`src/rtl/tbase_pkg.sv`:
```
package tbase_pkg;

    typedef logic [1:0] tb_sel_t;

    localparam int unsigned REG_W   = 8;
    localparam int unsigned FLAG_B  = 0;
    localparam int unsigned IEN_B   = 1;
    localparam int unsigned SEL_LO  = 2;
    localparam int unsigned SEL_HI  = 3;
    localparam int unsigned N_CODES = 4;

    typedef struct packed {
        tb_sel_t sel;
        logic    ien;
        logic    flag;
    } csr_t;

endpackage

```
`src/rtl/tbase_div.sv`:
```
module tbase_div
    import tbase_pkg::*;
#(
    parameter int unsigned N0 = 16000,
    parameter int unsigned N1 = 32000,
    parameter int unsigned N2 = 80000,
    parameter int unsigned N3 = 200000,
    parameter int unsigned CW = 18
) (
    input  logic    clk,
    input  logic    rst,
    input  tb_sel_t sel_i,
    output logic    wrap_o
);

    localparam int unsigned LENS [N_CODES] = '{N0, N1, N2, N3};

    typedef struct packed {
        logic [CW-1:0] cnt;
        tb_sel_t       per;
    } div_t;

    div_t s_d, s_q;
    logic [N_CODES-1:0] at_last;

    // one terminal comparator per encoding
    for (genvar g = 0; g < N_CODES; g++) begin : g_term
        localparam logic [CW-1:0] LAST = CW'(LENS[g] - 1);
        assign at_last[g] = (s_q.cnt == LAST);
    end

    assign wrap_o = at_last[s_q.per];

    always_comb begin
        s_d = s_q;
        if (wrap_o) begin
            s_d.cnt = '0;
            s_d.per = sel_i;      // shadow reloads only at the period boundary
        end else begin
            s_d.cnt = s_q.cnt + CW'(1);
        end
    end

    always_ff @(posedge clk) begin
        if (rst) begin
            s_q <= '0;
        end else begin
            s_q <= s_d;
        end
    end


    per_hold_chk: assert property (@(posedge clk) disable iff (rst)
        !wrap_o |=> $stable(s_q.per));


    wrap_zero_chk: assert property (@(posedge clk) disable iff (rst)
        wrap_o |=> (s_q.cnt == '0));

endmodule

```
`src/rtl/tbase_csr.sv`:
```
module tbase_csr
    import tbase_pkg::*;
(
    input  logic             clk,
    input  logic             rst,
    input  logic             wr_i,
    input  logic             rd_i,
    input  logic [2:0]       wfield_i,
    input  logic             wrap_i,
    output tb_sel_t          sel_o,
    output logic             ien_o,
    output logic             flag_o,
    output logic [REG_W-1:0] rdata_o
);

    csr_t r_d, r_q;

    always_comb begin
        r_d = r_q;
        if (wr_i) begin
            r_d.sel = wfield_i[2:1];
            r_d.ien = wfield_i[0];
        end
        // a timeout beats a clearing read in the same cycle
        if (wrap_i) begin
            r_d.flag = 1'b1;
        end else if (rd_i) begin
            r_d.flag = 1'b0;
        end
    end

    always_ff @(posedge clk) begin
        if (rst) begin
            r_q <= '0;
        end else begin
            r_q <= r_d;
        end
    end

    assign sel_o  = r_q.sel;
    assign ien_o  = r_q.ien;
    assign flag_o = r_q.flag;

    always_comb begin
        rdata_o               = '0;
        rdata_o[SEL_HI:SEL_LO] = r_q.sel;
        rdata_o[IEN_B]        = r_q.ien;
        rdata_o[FLAG_B]       = r_q.flag;
    end


    flag_set_chk: assert property (@(posedge clk) disable iff (rst)
        wrap_i |=> r_q.flag);


    read_clear_chk: assert property (@(posedge clk) disable iff (rst)
        (rd_i && !wrap_i) |=> !r_q.flag);


    flag_hold_chk: assert property (@(posedge clk) disable iff (rst)
        (!rd_i && !wrap_i) |=> $stable(r_q.flag));

endmodule

```
`src/rtl/tbase_timer.sv`:
```
module tbase_timer
    import tbase_pkg::*;
#(
    parameter int unsigned CNT0 = 16000,
    parameter int unsigned CNT1 = 32000,
    parameter int unsigned CNT2 = 80000,
    parameter int unsigned CNT3 = 200000
) (
    input  logic       clk,
    input  logic       rst,
    input  logic       reg_wr,
    input  logic       reg_rd,
    input  logic [7:0] reg_wdata,
    output logic [7:0] reg_rdata,
    output logic       irq
);

    localparam int unsigned MAX01 = (CNT0 > CNT1) ? CNT0 : CNT1;
    localparam int unsigned MAX23 = (CNT2 > CNT3) ? CNT2 : CNT3;
    localparam int unsigned MAXN  = (MAX01 > MAX23) ? MAX01 : MAX23;
    localparam int unsigned CW    = (MAXN > 2) ? $clog2(MAXN) : 1;

    tb_sel_t sel_w;
    logic    ien_w, flag_w, wrap_w;
    logic    unused_wbits;

    assign unused_wbits = ^{reg_wdata[7:4], reg_wdata[FLAG_B]};

    tbase_div #(
        .N0 (CNT0),
        .N1 (CNT1),
        .N2 (CNT2),
        .N3 (CNT3),
        .CW (CW)
    ) u_div (
        .clk    (clk),
        .rst    (rst),
        .sel_i  (sel_w),
        .wrap_o (wrap_w)
    );

    tbase_csr u_csr (
        .clk      (clk),
        .rst      (rst),
        .wr_i     (reg_wr),
        .rd_i     (reg_rd),
        .wfield_i (reg_wdata[SEL_HI:IEN_B]),
        .wrap_i   (wrap_w),
        .sel_o    (sel_w),
        .ien_o    (ien_w),
        .flag_o   (flag_w),
        .rdata_o  (reg_rdata)
    );

    assign irq = flag_w & ien_w;


    irq_needs_wrap_chk: assert property (@(posedge clk) disable iff (rst)
        $rose(irq) |-> ($past(wrap_w) || $past(reg_wr)));

endmodule

```
`config.mk`:
```
export PLATFORM = sky130hd
export DESIGN_NAME = tbase_timer
export DESIGN_NICKNAME = d
export VERILOG_FILES = /design/src/rtl/tbase_pkg.sv /design/src/rtl/tbase_div.sv /design/src/rtl/tbase_csr.sv /design/src/rtl/tbase_timer.sv
export SDC_FILE = /design/constraint.sdc
export NUM_CORES = 1
export LEC_CHECK = 0
export ABC_AREA = 1
export CAP_MARGIN = 15
export CORE_ASPECT_RATIO = 0.6
export CORE_MARGIN = 2
export CORE_UTILIZATION = 52
export CTS_BUF_LIST = sky130_fd_sc_hd__clkbuf_8
export DETAILED_ROUTE_END_ITERATION = 10
export DONT_BUFFER_PORTS = 1
export GPL_ROUTABILITY_DRIVEN = 0
export PLACE_DENSITY = 0.64
export SETUP_SLACK_MARGIN = 0.15
export SLEW_MARGIN = 20
export SYNTH_ARGS = -nofsm -noshare
export SYNTH_HDL_FRONTEND = slang
export SYNTH_SLANG_ARGS = --single-unit
```
`constraint.sdc`:
```
create_clock -name clk -period 2 [get_ports clk]
set_clock_uncertainty 0.05 [all_clocks]
set_input_delay 0.4 -clock clk [delete_from_list [all_inputs] [get_ports clk]]
set_output_delay 0.4 -clock clk [all_outputs]
set_load 0.005 [all_outputs]
```
# After elaboration in Yosys (flattened, before gate mapping)
# Cells that the tools add are included.
[word_totals] input_bits=12 reg_bits=24 elab_cells=18
[classes] n_eq_ne=4 addsub=1 n_lt_le_gt_ge=1 n_bitwise=1 n_reduce_logical=2 mux=4
[op_table] op="adder 18 x 1 -> 18 bit (second input constant)" n=1
[op_table] op="== test 18 x 14 -> 1 bit (second input constant)" n=1
[op_table] op="== test 18 x 15 -> 1 bit (second input constant)" n=1
[op_table] op="== test 18 x 17 -> 1 bit (second input constant)" n=1
[op_table] op="== test 18 bit (second input constant)" n=1
[op_table] op="less-than comparator 2 x 3 -> 1 bit (second input constant)" n=1
[op_table] op="2-to-1 mux 1 bit" n=3
[op_table] op="binary-select mux 1 bit (select 2 bit)" n=1
[op_table] op="nonzero test 2 bit" n=1
[op_table] op="OR reduction 2 bit" n=1
[op_table] op="bitwise AND 1 bit" n=1

# Depth between registers and ports, before layout
[depth] depth_word=4 ltp_mapped=13 mapped_depth_nobuf=11

# Modules after synthesis
# Synthesis repeated with hierarchy kept, for this count alone.
[unflattened] hier_cells=205 area_unflattened_um2=1422.6
[by_module_without_submodules] module="tbase_div" area_each_um2=1209.9 n_inst=1 cells_per_inst=175
[by_module_without_submodules] module="tbase_csr" area_each_um2=205.2 n_inst=1 cells_per_inst=28
[by_module_without_submodules] module="tbase_timer" area_each_um2=7.5 n_inst=1 cells_per_inst=2

# Worst setup path before layout
# Ideal clock, no wire load.
[synth_path] path_type="flip-flop to flip-flop" start="register u_div.s_q[2] (netlist bit)" end="register u_div.s_q[4] (netlist bit)" stages_incl_launch_ff=12 arrival_time_ps=1408 slack_ps=426 synth_period_minus_slack_ps=1574 required_ps=1834 setup_time_ps=116 path_cell_list="dfxtp_1 -> ha_1 -> nand3_2 -> nor3_4 -> nand2_1 -> nand2_1 -> nand2_1 -> nand2_2 -> inv_2 -> nand2_4 -> buf_6 -> nor2_1"
[synth_between] elab_chain_cells=4 elab_cells_between_ends=8 cone_classes="add/sub (1); eq/ne (4); mux (2); reduce/logical (1)"
[synth_lines] element="start: declaration" line="tbase_div.sv:23" rtl="div_t s_d, s_q;"
[synth_lines] element="start signal: assignment" line="tbase_div.sv:46" rtl="s_q <= '0;"
[synth_lines] element="start signal: assignment" line="tbase_div.sv:48" rtl="s_q <= s_d;"
[synth_lines] element="parallel branches: the longest is 4 deep, another holds adder 18 x 1 -> 18 bit"
# Parallel ways; which one is timed is not known. The select of a mux whose other input is x is not followed.
# A chain may end at the register's enable or synchronous reset.

# Final worst setup path
[layout_path] start="register u_div.s_q[2] (netlist bit)" end="register u_div.s_q[16] (netlist bit)"
# The elaborated chain is that of the path after synthesis.

==> run metrics <==
wire length per cell=11.2 um; Final Critical Period=1.68 ns; WP data required=2.16 ns; 1st-iter DRT viols=55; delay-heaviest family, CP=simple AND/OR/NAND/NOR gates; Fin Setup TNS=0 ns; Ys Warns=0; Final period util=84.1%; fin util=59.6%; largest cells by area after synthesis=dfxtp_1 38%, nor2_1 14%, nand2_1 8.7%, inv_1 7.2%, xor2_1 7.0%; Slew Viols, Final=0; final net count=194; ANT nets after route=0; final wirelength=2360 um; I/O Buffers=0; Clock Tree Buf Depth=2; Root Buffer=clkbuf_8; grt total ovfl=0; die area=2830 sq um; initial antenna violation count=0; synth unique cells=24; first-pass GRT wire length=3920 um; pin count of the biggest net entering global routing=19; clk sinks=24; # setup viols final=0; PwrDens=642 nW/um^2; Ant. Diodes=0; crit path cell chain=ha_2 -> nand3_4 -> nor2_1 -> nand3_1 -> nor2_1 -> xor2_1 -> inv_1 -> nor2_1; layout cells sized above 1=8.89%; CP max stage delay=0.37 ns; WS Path Type=register to register; commonest non-fill, non-tap cell in the layout=nor2_1; CP endpoint kind=register; routed via count=1022; Leak=0.522 nW; crit-path max FO=5; status=finished clean; flops & latches, synth=24; CTS tree=built; highest clock rate=0.595 GHz; clk slew on worst S/H paths=0.08 ns; most frequent cells in the layout=45 x nor2_1, 29 x nand2_1, 24 x inv_1, 24 x dfxtp_1, 10 x xor2_1; WP data arrival=1.84 ns; Die Height=42.0 um; CP dominant cell by count=nor2_1; Initial Util=56.1%; Area Overhead vs Synth=6.10%; vias in the first global route=895; CTS Buf Count=3; area leader, netlist=dfxtp_1; drt drc=0; vias per inst=4.87; register area share after synthesis=38.4%; total chip power=0.853 mW; # IOs=21; Final Hold Fails=0; TritonRoute pass-1 iters=4; Synth Area per Inst=6.99 sq um; total core area=2230 sq um; CP bufs+invs=1; chip width=67.3 um; hpwl dp=1760 um; post-synth top area share=38.4%; GRT Overall Usage=18.6%; IR Drop Worst-Case VDD=0.000382 V; RSZ-0062 raised after global routing=false; H-tree Lvls=1; fillers=214; min-delay worst type=input port to register; maximum capacitance violations=0; Crit-path slowest cell=dfxtp_1; Mapped Area=1250 sq um; Startpoint Class=register; Synth Instances=179; Clk Latency, worst-skew pair=0.27 ns; # rows=13
registers in the layout (all words and copies together) (netlist names):
name          count
u_csr.sel_o       2
u_csr.ien_o       1
u_csr.flag_o      1
u_div.s_q        20
metrics by stage:
step / instance area, sq um / setup slack (ns) / cells / hold WS (ns)
after floorplan: 1260 / 0.426 / 182 / 0.367
after global placement: 1240 / 0.253 / 204 / 0.387
after detailed placement: 1240 / 0.246 / 204 / 0.397
after CTS: 1290 / 0.235 / 208 / 0.131
after global routing: 1330 / 0.128 / 210 / 0.116
final: 1330 / 0.319 / 210 / 0.139
cells by family after synthesis:
family | synth area share (%)
flip-flops | 38.4
AO/OA/AOI/OAI | 2.40
AND/OR/NAND/NOR | 34.7
adder cells (fa/ha/maj) | 1.00
XOR/XNOR | 10.5
other | 0.300
buffers and inverters | 12.7
final cells by class:
class	count	area, sq um	area share (%)
sequential	24	480	36.2
tap	30	37.5	2.83
clock buffer	4	55.1	4.15
multi-input combinational	124	642	48.4
inverter	26	97.6	7.35
timing repair buffer	2	15.0	1.13
repair_timing:
| item | 4_1_cts | 5_1_grt |
|---|---|---|
| setup endpoints to repair | 0 | 18 |
| hold buffers | 0 | 0 |
| gates resized for setup | 0 | 3 |
| endpoints found under the hold margin | 0 | 0 |
| setup buffers | 0 | 2 |
metal layers:
layer / wire (um) / track usage, % / part of all wire (%)
met5: 0 / 0 / 0
met4: 28 / 7.35 / 1.2
met3: 153 / 6.45 / 6.5
met2: 942 / 24.8 / 40
met1: 1230 / 27.0 / 52
cells in the mapped netlist, drive strengths merged:
master  count
inv        26
nand2      32
nor2       46
nor3        6
ha          1
a21oi       1
nand4       3
nor4        1
xor2       10
dfxtp      24
xnor2       5
buf         8
nand3      10
o21ai       5
conb        1
final timing paths:
kind,from,to,slack [ns],cells after the start
worst max-delay path,u_div.s_q[2],u_div.s_q[16],0.32,8
worst min-delay path,rst,u_div.s_q[1],0.14,1
worst max register to register,u_div.s_q[2],u_div.s_q[16],0.32,8
worst min register to register,u_div.s_q[2],u_div.s_q[2],0.42,1
where the power goes:
part           total, mW  internal [mW]  switching, mW
Combinational     0.0277        0.00995         0.0178
Sequential         0.495          0.487        0.00874
Clock              0.330          0.176          0.154
Total              0.853          0.673          0.180
(Power assumes the default switching activity.)
